===== config.mk =====
export PLATFORM = sky130hd
export DESIGN_NAME = sw_matrix_scan
export DESIGN_NICKNAME = d
export VERILOG_FILES = /design/src/rtl/swscan_pkg.sv /design/src/rtl/swscan_state_mem.sv /design/src/rtl/swscan_evt_fifo.sv /design/src/rtl/swscan_park.sv /design/src/rtl/swscan_seq.sv /design/src/rtl/sw_matrix_scan.sv
export SDC_FILE = /design/constraint.sdc
export NUM_CORES = 1
export LEC_CHECK = 0
export BUFFER_PORTS_ARGS = -buffer_cell sky130_fd_sc_hd__buf_4
export CORE_UTILIZATION = 35
export DETAILED_ROUTE_END_ITERATION = 8
export PLACE_DENSITY_LB_ADDON = 0.25
export RECOVER_POWER = 50
export SLEW_MARGIN = 20
export SYNTH_ARGS = -nofsm -noshare
export SYNTH_HDL_FRONTEND = slang
export SYNTH_HIERARCHICAL = 1
export SYNTH_SLANG_ARGS = --single-unit

===== constraint.sdc =====
create_clock -name clk -period 6.85 [get_ports clk]
set_input_delay 1.0275 -clock clk [delete_from_list [all_inputs] [get_ports clk]]
set_output_delay 1.0275 -clock clk [all_outputs]
set_load 0.05 [all_outputs]

===== src/rtl/swscan_pkg.sv =====
package swscan_pkg;
   localparam int EVT_IDX_W = 5;

   typedef struct packed {
      logic                 pressed;
      logic [EVT_IDX_W-1:0] row;
      logic [EVT_IDX_W-1:0] col;
   } swscan_evt_t;

   typedef enum logic [1:0] {
      PH_SETTLE = 2'd0,
      PH_WALK   = 2'd1,
      PH_CLEAR  = 2'd2,
      PH_PARK   = 2'd3
   } swscan_phase_e;
endpackage


===== src/rtl/swscan_state_mem.sv =====
module swscan_state_mem #(
   parameter int ROWS = 16,
   parameter int COLS = 18,
   localparam int ROW_W = $clog2(ROWS),
   localparam int COL_W = $clog2(COLS)
) (
   input  logic             clk,
   input  logic             rst_n,
   input  logic             clr_en,
   input  logic [ROW_W-1:0] clr_row,
   input  logic             wr_en,
   input  logic [ROW_W-1:0] wr_row,
   input  logic [COL_W-1:0] wr_col,
   input  logic             wr_val,
   input  logic [ROW_W-1:0] rd_row,
   input  logic [COL_W-1:0] rd_col,
   output logic             rd_val
);
   logic [COLS-1:0] level [ROWS];

   for (genvar r = 0; r < ROWS; r++) begin : g_row
      always_ff @(posedge clk or negedge rst_n) begin
         if (!rst_n) begin
            level[r] <= '0;
         end else if (clr_en && clr_row == ROW_W'(r)) begin
            level[r] <= '0;
         end else if (wr_en && wr_row == ROW_W'(r)) begin
            level[r][wr_col] <= wr_val;
         end
      end
   end

   assign rd_val = level[rd_row][rd_col];
endmodule


===== src/rtl/swscan_evt_fifo.sv =====
module swscan_evt_fifo #(
   parameter int DEPTH = 16,
   parameter int WIDTH = 11,
   localparam int AW = $clog2(DEPTH)
) (
   input  logic             clk,
   input  logic             rst_n,
   input  logic             push,
   input  logic [WIDTH-1:0] din,
   input  logic             pop,
   output logic [WIDTH-1:0] dout,
   output logic             empty,
   output logic             full
);
   logic [WIDTH-1:0] slot [DEPTH];
   logic [AW-1:0]    wr_ptr, rd_ptr;
   logic [AW:0]      fill;
   logic             wr_ok, rd_ok;

   assign empty = (fill == '0);
   assign full  = (fill == (AW+1)'(DEPTH));
   assign wr_ok = push && !full;
   assign rd_ok = pop && !empty;
   assign dout  = slot[rd_ptr];

   always_ff @(posedge clk) begin
      if (wr_ok) slot[wr_ptr] <= din;
   end

   always_ff @(posedge clk or negedge rst_n) begin
      if (!rst_n) begin
         wr_ptr <= '0;
         rd_ptr <= '0;
         fill   <= '0;
      end else begin
         if (wr_ok) wr_ptr <= wr_ptr + 1'b1;
         if (rd_ok) rd_ptr <= rd_ptr + 1'b1;
         case ({wr_ok, rd_ok})
            2'b10:   fill <= fill + 1'b1;
            2'b01:   fill <= fill - 1'b1;
            default: fill <= fill;
         endcase
      end
   end
endmodule


===== src/rtl/swscan_park.sv =====
module swscan_park #(
   parameter int ROWS       = 16,
   parameter int SMALL_ROWS = 5,
   parameter int PARK_ROW_W = 3
) (
   input  logic                  large_mode,
   input  logic                  park_single,
   input  logic [PARK_ROW_W-1:0] park_row,
   output logic [ROWS-1:0]       pattern
);
   logic [PARK_ROW_W-1:0] sel;

   assign sel = (park_row < PARK_ROW_W'(SMALL_ROWS)) ? park_row : '0;

   for (genvar r = 0; r < ROWS; r++) begin : g_bit
      if (r < SMALL_ROWS) begin : g_small
         assign pattern[r] = large_mode || !park_single || (sel == PARK_ROW_W'(r));
      end else begin : g_big
         assign pattern[r] = large_mode;
      end
   end
endmodule


===== src/rtl/swscan_seq.sv =====
module swscan_seq
   import swscan_pkg::*;
#(
   parameter int ROWS       = 16,
   parameter int COLS       = 18,
   parameter int SMALL_ROWS = 5,
   parameter int SMALL_COLS = 5,
   parameter int SETTLE_W   = 8,
   localparam int ROW_W = $clog2(ROWS),
   localparam int COL_W = $clog2(COLS)
) (
   input  logic                clk,
   input  logic                rst_n,
   input  logic                large_mode,
   input  logic [SETTLE_W-1:0] settle_cycles,
   input  logic                suspend_req,
   input  logic [COLS-1:0]     col_sense,
   input  logic                rd_val,
   output swscan_phase_e       phase,
   output logic [ROW_W-1:0]    row_idx,
   output logic [COL_W-1:0]    col_idx,
   output logic                clr_en,
   output logic [ROW_W-1:0]    clr_row,
   output logic                push,
   output swscan_evt_t         push_evt
);
   logic [SETTLE_W-1:0] hold_cnt;
   logic [COLS-1:0]     snap;
   logic [ROW_W-1:0]    last_row;
   logic [COL_W-1:0]    last_col;
   logic                at_last_col;

   assign last_row    = large_mode ? ROW_W'(ROWS-1) : ROW_W'(SMALL_ROWS-1);
   assign last_col    = large_mode ? COL_W'(COLS-1) : COL_W'(SMALL_COLS-1);
   assign at_last_col = (col_idx >= last_col);

   always_ff @(posedge clk or negedge rst_n) begin
      if (!rst_n) begin
         phase    <= PH_SETTLE;
         row_idx  <= '0;
         col_idx  <= '0;
         hold_cnt <= '0;
         clr_row  <= '0;
         snap     <= '0;
      end else begin
         unique case (phase)
            PH_SETTLE: begin
               if (suspend_req) begin
                  phase   <= PH_CLEAR;
                  clr_row <= '0;
               end else if (hold_cnt >= settle_cycles) begin
                  snap    <= col_sense;
                  col_idx <= '0;
                  phase   <= PH_WALK;
               end else begin
                  hold_cnt <= hold_cnt + 1'b1;
               end
            end
            PH_WALK: begin
               if (suspend_req) begin
                  phase   <= PH_CLEAR;
                  clr_row <= '0;
               end else if (at_last_col) begin
                  col_idx  <= '0;
                  hold_cnt <= '0;
                  row_idx  <= (row_idx >= last_row) ? '0 : row_idx + 1'b1;
                  phase    <= PH_SETTLE;
               end else begin
                  col_idx <= col_idx + 1'b1;
               end
            end
            PH_CLEAR: begin
               clr_row <= clr_row + 1'b1;
               if (clr_row == ROW_W'(ROWS-1)) begin
                  phase    <= suspend_req ? PH_PARK : PH_SETTLE;
                  row_idx  <= '0;
                  col_idx  <= '0;
                  hold_cnt <= '0;
               end
            end
            PH_PARK: begin
               if (!suspend_req) begin
                  phase    <= PH_SETTLE;
                  row_idx  <= '0;
                  col_idx  <= '0;
                  hold_cnt <= '0;
               end
            end
            default: phase <= PH_SETTLE;
         endcase
      end
   end

   assign clr_en           = (phase == PH_CLEAR);
   assign push             = (phase == PH_WALK) && !suspend_req && (snap[col_idx] != rd_val);
   assign push_evt.pressed = snap[col_idx];
   assign push_evt.row     = EVT_IDX_W'(row_idx);
   assign push_evt.col     = EVT_IDX_W'(col_idx);
endmodule


===== src/rtl/sw_matrix_scan.sv =====
module sw_matrix_scan
   import swscan_pkg::*;
#(
   parameter int ROWS       = 16,
   parameter int COLS       = 18,
   parameter int SMALL_ROWS = 5,
   parameter int SMALL_COLS = 5,
   parameter int FIFO_DEPTH = 16,
   parameter int SETTLE_W   = 8,
   parameter int PARK_ROW_W = 3,
   localparam int ROW_W = $clog2(ROWS),
   localparam int COL_W = $clog2(COLS),
   localparam int EVT_W = $bits(swscan_evt_t)
) (
   input  logic                  clk,
   input  logic                  rst_n,
   input  logic                  large_mode,
   input  logic [SETTLE_W-1:0]   settle_cycles,
   input  logic                  suspend_req,
   input  logic                  park_single,
   input  logic [PARK_ROW_W-1:0] park_row,
   input  logic [COLS-1:0]       col_sense,
   output logic [ROWS-1:0]       row_drive,
   output logic                  evt_valid,
   output logic [EVT_W-1:0]      evt_data,
   input  logic                  evt_pop,
   output logic                  idle
);
   if (ROWS > (1 << EVT_IDX_W) || COLS > (1 << EVT_IDX_W)) begin : g_bad_dim
      $error("grid exceeds event index width");
   end
   if (SMALL_ROWS > ROWS || SMALL_COLS > COLS || SMALL_ROWS < 1 || SMALL_COLS < 1) begin : g_bad_small
      $error("small grid must fit inside the large grid");
   end
   if (SMALL_ROWS > (1 << PARK_ROW_W)) begin : g_bad_park
      $error("park row select too narrow");
   end
   if (FIFO_DEPTH < 2 || (FIFO_DEPTH & (FIFO_DEPTH - 1)) != 0) begin : g_bad_fifo
      $error("queue depth must be a power of two");
   end

   swscan_phase_e    phase;
   logic [ROW_W-1:0] row_idx, clr_row;
   logic [COL_W-1:0] col_idx;
   logic             clr_en, push, rd_val, fifo_empty, fifo_full;
   logic             scan_active;
   swscan_evt_t      push_evt;
   logic [ROWS-1:0]  park_pattern, scan_pattern;

   swscan_seq #(
      .ROWS(ROWS), .COLS(COLS), .SMALL_ROWS(SMALL_ROWS),
      .SMALL_COLS(SMALL_COLS), .SETTLE_W(SETTLE_W)
   ) u_seq (
      .clk(clk), .rst_n(rst_n), .large_mode(large_mode),
      .settle_cycles(settle_cycles), .suspend_req(suspend_req),
      .col_sense(col_sense), .rd_val(rd_val), .phase(phase),
      .row_idx(row_idx), .col_idx(col_idx), .clr_en(clr_en),
      .clr_row(clr_row), .push(push), .push_evt(push_evt)
   );

   swscan_state_mem #(.ROWS(ROWS), .COLS(COLS)) u_mem (
      .clk(clk), .rst_n(rst_n), .clr_en(clr_en), .clr_row(clr_row),
      .wr_en(push), .wr_row(row_idx), .wr_col(col_idx),
      .wr_val(push_evt.pressed), .rd_row(row_idx), .rd_col(col_idx),
      .rd_val(rd_val)
   );

   swscan_evt_fifo #(.DEPTH(FIFO_DEPTH), .WIDTH(EVT_W)) u_fifo (
      .clk(clk), .rst_n(rst_n), .push(push), .din(push_evt),
      .pop(evt_pop), .dout(evt_data), .empty(fifo_empty), .full(fifo_full)
   );

   swscan_park #(
      .ROWS(ROWS), .SMALL_ROWS(SMALL_ROWS), .PARK_ROW_W(PARK_ROW_W)
   ) u_park (
      .large_mode(large_mode), .park_single(park_single),
      .park_row(park_row), .pattern(park_pattern)
   );

   for (genvar r = 0; r < ROWS; r++) begin : g_dec
      assign scan_pattern[r] = (row_idx == ROW_W'(r));
   end

   assign scan_active = (phase == PH_SETTLE) || (phase == PH_WALK);
   assign idle        = (phase == PH_PARK);
   assign evt_valid   = !fifo_empty;

   always_comb begin
      unique case (phase)
         PH_SETTLE, PH_WALK: row_drive = scan_pattern;
         PH_PARK:            row_drive = park_pattern;
         default:            row_drive = '0;
      endcase
   end
endmodule


==> results.toml <==
[timing]
skew_ns = 0.0269
setup_viol = 0
fmax_ghz = 0.162
fin_crit_sh = 0.902
final_hold_viol_count = 0
setup_ws_ns = 0.670
slew-limit-headroom = -2.38
rsz0062_at_grt = "no"
tightest_slew_ns = 5.06
period_minus_slack_ns = 6.18
setup_tns_ns = 0
slew_violations = 234

[grt]
antenna_found_initial = 0
grt.overflow.total = 0
grt_pass1_wl_um = 126000
grt_usage = 0.220
grt_max_degree = 216
grt_pass1_vias = 20000

[routing]
drtIter0Drc = 2448
ant_nets = 0
wl_per_cell_um = 24.8
routed-via-count = 20100
via_per_inst = 6.07
routed_wl_um = 82300
drc = 0
firstDrtPassIters = 6

[die]
die_y_um = 273
io_pins = 64
fp.dieW_um = 273
dieArea_um2 = 74800
coreArea_um2 = 73000
start_util = 0.354
std_cell_rows = 99

[cts]
cts_buffers = 57
max-clock-path-buffers = 3
cts_tree = "yes"
clkLatencyLatePin_ns = 0.62
cts_max_level = 2
clock_sinks = 518
postCtsSetupBuffers = 0
post_cts_resize_count = 0
path_clk_slew_ns = 0.07
root_buffer = "clkbuf_16"
hold_buffers = 0

[worst_hold_path]
whs_path_depth = 1
min-delay-start = "u_seq/snap[9]$_DFFE_PN0P_"
worstHoldEndpoint = "u_seq/snap[9]$_DFFE_PN0P_"
hold_class = "flop to flop"

[run_status]
violations = "capacitance limit, slew limit"
status = "finished, violations left"

[pwr]
total_power_mw = 8.96
ir_drop_uv = 271
power_frac_clock = 0.354
power_frac_seq = 0.399
p_int_mw = 5.92
power_per_cell_area_nw_per_um2 = 309
power.switching_mw = 3.03
p_leak_nw = 10.9
swShare = 0.338
p_comb_frac = 0.247

[worst_setup_path]
critPathMaxStageDelay_ns = 1.16
timing.rr.end = "u_fifo/fill[4]$_DFFE_PN0P_"
start_kind = "flop"
cp_cell_sequence = "buf_4 -> mux4_2 -> mux2_2 -> o22ai_1 -> o2111ai_1 -> o2111ai_1 -> o211ai_1 -> and4_1 -> a22o_1 -> and2_1 -> inv_1 -> ha_1 -> inv_1 -> fa_1 -> nor2b_1 -> o21ai_1 -> nand3_1 -> or3b_1 -> xnor2_1"
cp_max_fo = 36
cp.required_ns = 7.35
cp_slowest_cell = "dfrtp_1"
worst-path-buf-inv = 3
endpoint_kind = "flop"
rr_worst_depth = 19
r2r_start = "u_seq/col_idx[0]$_DFFE_PN0P_"
r2r_setup_slack_ns = 0.67
critPathArrivalTime_ns = 6.68
critPathTopFamily = "compound AO/OA/AOI/OAI gates"
crit_type = "flop to flop"

[logic_synthesis]
synthCells = 2338
synth_warnings = 6
syn-num-nets = 2401
avgSynthCellArea_um2 = 11.0
synth_area_um2 = 25800

[layout]
area_delta_synth_final_pct = 12.2
final_layout_size_suffix_gt1_frac = 0.158
multi_input_area_um2 = 10900
ff_latch_area_um2 = 13900
n_fill_cell = 6953
finalNetCount = 2370
design_area_um2 = 29000

[placed_design]
portBuffers = 63
place_area_um2 = 27100
hpwl_um = 48900
pre_cts_slack_ns = 0.969
place.gp.congestion = 0.912

[flow_run]
drv_cap = 5
==> sequential cells by signal, indices dropped and copies added (netlist names) <==
register / count
u_fifo/fill: 5
u_seq/phase: 2
u_fifo/wr_ptr: 4
u_mem/level: 288
u_seq/clr_row: 4
u_seq/hold_cnt: 8
u_seq/snap: 18
u_seq/row_idx: 4
u_seq/col_idx: 5
u_fifo/slot: 176
u_fifo/rd_ptr: 4
==> cell type report <==
cell class                 count  area share
sequential                   518       0.479
multi-input combinational   1576       0.376
clock buffer                  81      0.0562
tap                          959      0.0414
timing repair buffer         127      0.0329
clock inverter                26      0.0110
inverter                      27     0.00350
antenna                        2    0.000173
==> how the worst max path moves through the flow <==
stage,from,end,depth (start not counted)
2_1_floorplan,u_seq/row_idx[1]$_DFFE_PN0P_,u_fifo/fill[4]$_DFFE_PN0P_,21
3_3_place_gp,u_seq/row_idx[0]$_DFFE_PN0P_,u_fifo/fill[4]$_DFFE_PN0P_,19
3_5_place_dp,u_seq/row_idx[0]$_DFFE_PN0P_,u_fifo/fill[4]$_DFFE_PN0P_,19
4_1_cts,u_seq/row_idx[0]$_DFFE_PN0P_,u_fifo/fill[4]$_DFFE_PN0P_,19
5_1_grt,rst_n,u_mem/level[271]$_DFFE_PN0P_,2
6_report,u_seq/col_idx[0]$_DFFE_PN0P_,u_fifo/fill[4]$_DFFE_PN0P_,19
==> power groups by stage <==
stage / Combinational, mW / Clock (mW) / Sequential [mW]
after floorplan: 1.68 / 0 / 3.40
after global placement: 2.18 / 0 / 3.63
after detailed placement: 2.21 / 0 / 3.64
after CTS: 2.21 / 3.24 / 3.58
after global routing: 2.36 / 3.35 / 3.60
final: 2.21 / 3.17 / 3.58
==> through the flow <==
stage | std cells | utilization | hold WS, ns
final | 3316 | 0.397 | 0.494
after global routing | 3314 | 0.397 | 0.511
after CTS | 3314 | 0.398 | 0.440
after detailed placement | 3207 | 0.371 | 0.490
after global placement | 3207 | 0.371 | 0.485
after floorplan | 2338 | - | 0.459
==> cells in the final DEF (no fill, tap or decap), drive strengths merged, types with 4 or more instances in the layout <==
| master | count |
|---|---|
| o22ai | 7 |
| mux4 | 92 |
| nor4 | 6 |
| nand3 | 314 |
| ha | 27 |
| buf | 119 |
| mux2i | 62 |
| or3b | 4 |
| clkbuf | 89 |
| o211ai | 8 |
| nor2 | 74 |
| edfxtp | 176 |
| a22o | 13 |
| nand2 | 80 |
| nand3b | 7 |
| nor2b | 16 |
| a221oi | 12 |
| inv | 28 |
| xnor2 | 8 |
| mux2 | 40 |
| and2 | 6 |
| o21ai | 331 |
| nand4 | 4 |
| nor3b | 5 |
| o31ai | 5 |
| clkinv | 17 |
| a21oi | 313 |
| o2bb2ai | 9 |
| a31oi | 4 |
| nor3 | 24 |
| dfrtp | 342 |
| bufinv | 6 |
| or3 | 5 |
| nand2b | 22 |
| a22oi | 18 |
| o221ai | 9 |
==> layer usage <==
layer | routed length (um) | up-vias | GRT usage
li1 | - | 8713 | -
met1 | 34600 | 10300 | 0.304
met5 | 0 | - | 0
met2 | 37700 | 935 | 0.345
met4 | 3040 | 0 | 0.0785
met3 | 7010 | 163 | 0.0422
Power figures use the tool's default switching activity.
